### src/rtl/addr_latch_pkg.sv
package addr_latch_pkg;

  localparam int LATCH_SEL_W = 3;
  localparam int LATCH_N     = 1 << LATCH_SEL_W;

  typedef enum logic [1:0] {
    MODE_WRITE  = 2'd0,
    MODE_HOLD   = 2'd1,
    MODE_DECODE = 2'd2,
    MODE_WIPE   = 2'd3
  } latchMode_t;

  // Per-bit strobes from control to datapath
  typedef struct packed {
    logic [LATCH_N-1:0] loadBit;  // bit takes dataIn
    logic [LATCH_N-1:0] zeroBit;  // bit forced low
  } latchStrobes_t;

endpackage

### src/rtl/addr_latch_ctrl.sv
module addr_latch_ctrl
  import addr_latch_pkg::*;
#(
  parameter int SEL_W = LATCH_SEL_W,
  localparam int N    = 1 << SEL_W
) (
  input  logic [SEL_W-1:0] sel,
  input  logic             enableN,
  input  logic             clearN,
  output latchStrobes_t    strobes
);

  latchMode_t modeNow;
  logic [N-1:0] selOneHot;

  always_comb begin
    unique case ({clearN, enableN})
      2'b10:   modeNow = MODE_WRITE;
      2'b11:   modeNow = MODE_HOLD;
      2'b00:   modeNow = MODE_DECODE;
      default: modeNow = MODE_WIPE;
    endcase
  end

  genvar gi;
  generate
    for (gi = 0; gi < N; gi++) begin : g_dec
      assign selOneHot[gi] = (sel == SEL_W'(gi));
    end
  endgenerate

  always_comb begin
    strobes.loadBit = '0;
    strobes.zeroBit = '0;
    case (modeNow)
      MODE_WRITE: strobes.loadBit = selOneHot;
      MODE_DECODE: begin
        strobes.loadBit = selOneHot;
        strobes.zeroBit = ~selOneHot;
      end
      MODE_WIPE: strobes.zeroBit = '1;
      default: ;
    endcase
  end

endmodule

### src/rtl/addr_latch_datapath.sv
module addr_latch_datapath
  import addr_latch_pkg::*;
#(
  parameter int N = LATCH_N
) (
  input  logic          clk,
  input  logic          rst,
  input  logic          dataIn,
  input  latchStrobes_t strobes,
  output logic [N-1:0]  latchOut
);

  logic [N-1:0] storedBits;
  logic [N-1:0] nextBits;

  genvar gi;
  generate
    for (gi = 0; gi < N; gi++) begin : g_cell
      always_comb begin
        if (strobes.loadBit[gi])      nextBits[gi] = dataIn;
        else if (strobes.zeroBit[gi]) nextBits[gi] = 1'b0;
        else                          nextBits[gi] = storedBits[gi];
      end
    end
  endgenerate

  always_ff @(posedge clk) begin
    if (rst) storedBits <= '0;
    else     storedBits <= nextBits;
  end

  // Transparent view: live data overlays the stored cells
  assign latchOut = nextBits;

endmodule

### src/rtl/addr_latch.sv
module addr_latch
  import addr_latch_pkg::*;
#(
  parameter int SEL_W = LATCH_SEL_W,
  localparam int N    = 1 << SEL_W
) (
  input  logic             clk,
  input  logic             rst,
  input  logic             dataIn,
  input  logic [SEL_W-1:0] sel,
  input  logic             enableN,
  input  logic             clearN,
  output logic [N-1:0]     latchOut
);

  latchStrobes_t strobes;

  addr_latch_ctrl #(.SEL_W(SEL_W)) u_ctrl (
    .sel     (sel),
    .enableN (enableN),
    .clearN  (clearN),
    .strobes (strobes)
  );

  addr_latch_datapath #(.N(N)) u_dp (
    .clk      (clk),
    .rst      (rst),
    .dataIn   (dataIn),
    .strobes  (strobes),
    .latchOut (latchOut)
  );

endmodule

### config.mk
export PLATFORM = sky130hd
export DESIGN_NAME = addr_latch
export DESIGN_NICKNAME = d
export VERILOG_FILES = /design/src/rtl/addr_latch_pkg.sv /design/src/rtl/addr_latch_ctrl.sv /design/src/rtl/addr_latch_datapath.sv /design/src/rtl/addr_latch.sv
export SDC_FILE = /design/constraint.sdc
export NUM_CORES = 1
export LEC_CHECK = 0
export ABC_AREA = 1
export BUFFER_PORTS_ARGS = -buffer_cell sky130_fd_sc_hd__buf_2
export CORE_AREA = 2 2 39 41
export DETAILED_ROUTE_END_ITERATION = 7
export DIE_AREA = 0 0 41 43
export GPL_ROUTABILITY_DRIVEN = 0
export GPL_TIMING_DRIVEN = 1
export PLACE_DENSITY = 0.59
export SLEW_MARGIN = 20
export SYNTH_ARGS = -nofsm -noshare
export SYNTH_HDL_FRONTEND = slang
export SYNTH_SLANG_ARGS = --single-unit
### constraint.sdc
create_clock -name clk -period 1.1 [get_ports clk]
set_clock_uncertainty 0.2 [all_clocks]
set_input_delay 0.055 -clock clk [delete_from_list [all_inputs] [get_ports clk]]
set_output_delay 0.055 -clock clk [all_outputs]
set_load 0.005 [all_outputs]
==> results.md <==
- Cell Rows: 14
- Port-buffer cells: 15
- Met3 Use GR: 3.14%
- Setup violators final: 8
- Synth-to-Final Area Change: 30.3%
- Violations in the final reports: setup timing
- # fillers: 161
- Crit path arrival time: 0.88 ns
- Vias/cell: 4.31
- Global-route wire length before repair: 1320 um
- Clk root buf: clkbuf_4
- Clock sinks: 8
- H-tree depth: 1
- Internal: 0.466 mW
- Clk pin slew, worst setup/hold paths: 0.05 ns
- Design Power: 0.632 mW
- Starting Density: 34.0%
- Longest Clk Path Bufs: 2
- I/O pin count: 16
- CP Capture Type: output port
- Post-Route WL: 935 um
- CP max FO: 2
- Via Count: 487
- Combinational Power Share: 17.3%
- Initial antenna violation count: 0
- Reg power frac: 47.3%
- Pre-antenna DRT Iters: 4
- Post-detail-place hpwl: 693 um
- Largest net degree at the start of global routing: 9
- Clock Latency Late Sink: 0.25 ns
- # DRC: 0
- Height of the chip: 43 um
- Worst Tran Pin Value: 0.238 ns
- Antenna diodes: 0
- Status: finished with violations
- Pwr Density: 1030 nW/um^2
- Design area: 613 um^2
- Period minus WS final: 1.13 ns
- Biggest regs: u_dp.storedBits x8
- Layout cell share with drive strength beyond 1: 35.1%
- Setup tns final: -0.141 ns
- DIE AREA: 1760 um^2
- GR peak layer: met2
- P_leak: 0.388 nW
- Die X: 41 um
- Synth unique cells: 11
- Unrepaired setup endpoints after global routing: yes
- Antenna Violating Nets Remaining: 0
- Crit path required time: 0.84 ns
- Largest register FFs: 8
- Worst hold-check path type: primary input to register
- Max VDD drop: 0.000543 V
- Via count of the first global-routing pass: 357
- Syn nets: 85
- Core Region: 1380 um^2
- MaxCap Viol Count: 0
- Switch Pwr: 0.166 mW
- CTS tree: yes
- Total Routing Usage GR: 11.3%
- Crit Path Class: register to output port
- Biggest register: u_dp.storedBits
- M2 GR Usage: 15.6%
- Worst setup SP type: register
- Final hold vios: 0
- CTS buffer count: 3
- Synthesized flop and latch total: 8
- Yosys warning count: 0
- GRT overflow: 0
- WL per Instance: 8.27 um
- Final max-slew violation count: 0
- Syn Inst Count: 77
- Seq/Total Area, Yosys: 34.0%
- Post-Syn Area: 470 um^2
- Hold_ws: 0.00637 ns
- Final period utilization: 103%
- Worst rel slew slack: 84.1%
- Final nets: 107
- F_max: 0.883 GHz
- Placed cell areas: 546 um^2
- Met1 usage: 13.5%
- Worst Setup Slack, final: -0.0331 ns
- Initial detailed-routing violation count: 9
- Syn_area_per_cell: 6.11 um^2
- Layout Utilization: 44.3%
- Clock Power Share: 35.3%
- Switching fraction of total power: 26.3%
power groups by stage:
stage / registers, mW / logic (mW) / clock network (mW)
2_1_floorplan: 0.304 / 0.0648 / 0
3_3_place_gp: 0.305 / 0.0993 / 0
3_5_place_dp: 0.305 / 0.0998 / 0
4_1_cts: 0.298 / 0.109 / 0.234
5_1_grt: 0.299 / 0.122 / 0.245
6_report: 0.299 / 0.110 / 0.223
worst max-delay path, stage by stage, from the launching register on:
cell     delay, ns
dfxtp_1       0.31
nand2_1       0.05
nand2_1       0.07
nand2_2       0.05
inv_1         0.04
buf_2         0.10
per-layer routing:
metal	wire, um	vias to the layer above
met5	0	-
li1	-	265
met4	16	0
met2	437	13
met3	44	3
met1	437	206
what timing repair did:
item,in CTS,in global routing
setup endpoints to repair,8,8
resized for setup,0,8
pin swaps,8,0
buffers inserted,3,0
hold buffers,1,0
hold endpoints to repair,8,0
cell type report:
type / instances / area, um^2 / area share [%]
sequential: 8 / 165 / 26.9
tap: 16 / 20.0 / 3.27
inverter: 13 / 48.8 / 7.96
timing repair buffer: 19 / 108 / 17.6
clock buffer: 3 / 22.5 / 3.67
multi-input combinational: 54 / 249 / 40.6
cell usage after synthesis (all sizes together):
library cell / instances / area, um^2
dfxtp: 8 / 160
inv: 13 / 48.8
nand2: 33 / 124
nand3: 8 / 40.0
nor2: 13 / 77.6
clkdlybuf4s18: 1 / 10.0
clkdlybuf4s25: 1 / 10.0
cells in the final DEF (no fill, tap or decap):
master,instances
buf_2,15
buf_4,3
clkbuf_4,3
dfxtp_1,4
dfxtp_2,4
dlygate4sd3_1,1
inv_1,11
inv_2,2
nand2_1,30
nand2_2,3
nand3_1,8
nor2_1,9
nor2_2,2
nor2_4,1
nor2_8,1
per-stage QoR:
| stage | setup WS, ns | instances |
|---|---|---|
| final | -0.0331 | 113 |
| after global routing | -0.0909 | 113 |
| after CTS | -0.0375 | 113 |
| after detailed placement | 0.109 | 106 |
| after global placement | 0.103 | 106 |
| after floorplan | 0.293 | 77 |
logic make-up (layout without fill, tap and decap cells):
kind of cell / after synthesis / in the layout / synth area share, %
buffers and inverters: 15 / 35 / 14.6
and+or+nand+nor: 54 / 54 / 51.3
DFF: 8 / 8 / 34.0
final timing paths:
check                           slack, ns               start  depth (start not counted)            endpoint
worst max register to register       0.06  u_dp.storedBits[1]                          6  u_dp.storedBits[1]
worst min-delay path                0.006              clearN                          5  u_dp.storedBits[2]
worst min register to register       0.33  u_dp.storedBits[2]                          4  u_dp.storedBits[2]
worst max-delay path                -0.03  u_dp.storedBits[6]                          5         latchOut[6]
Note: power is estimated with default switching activity, not from simulation.
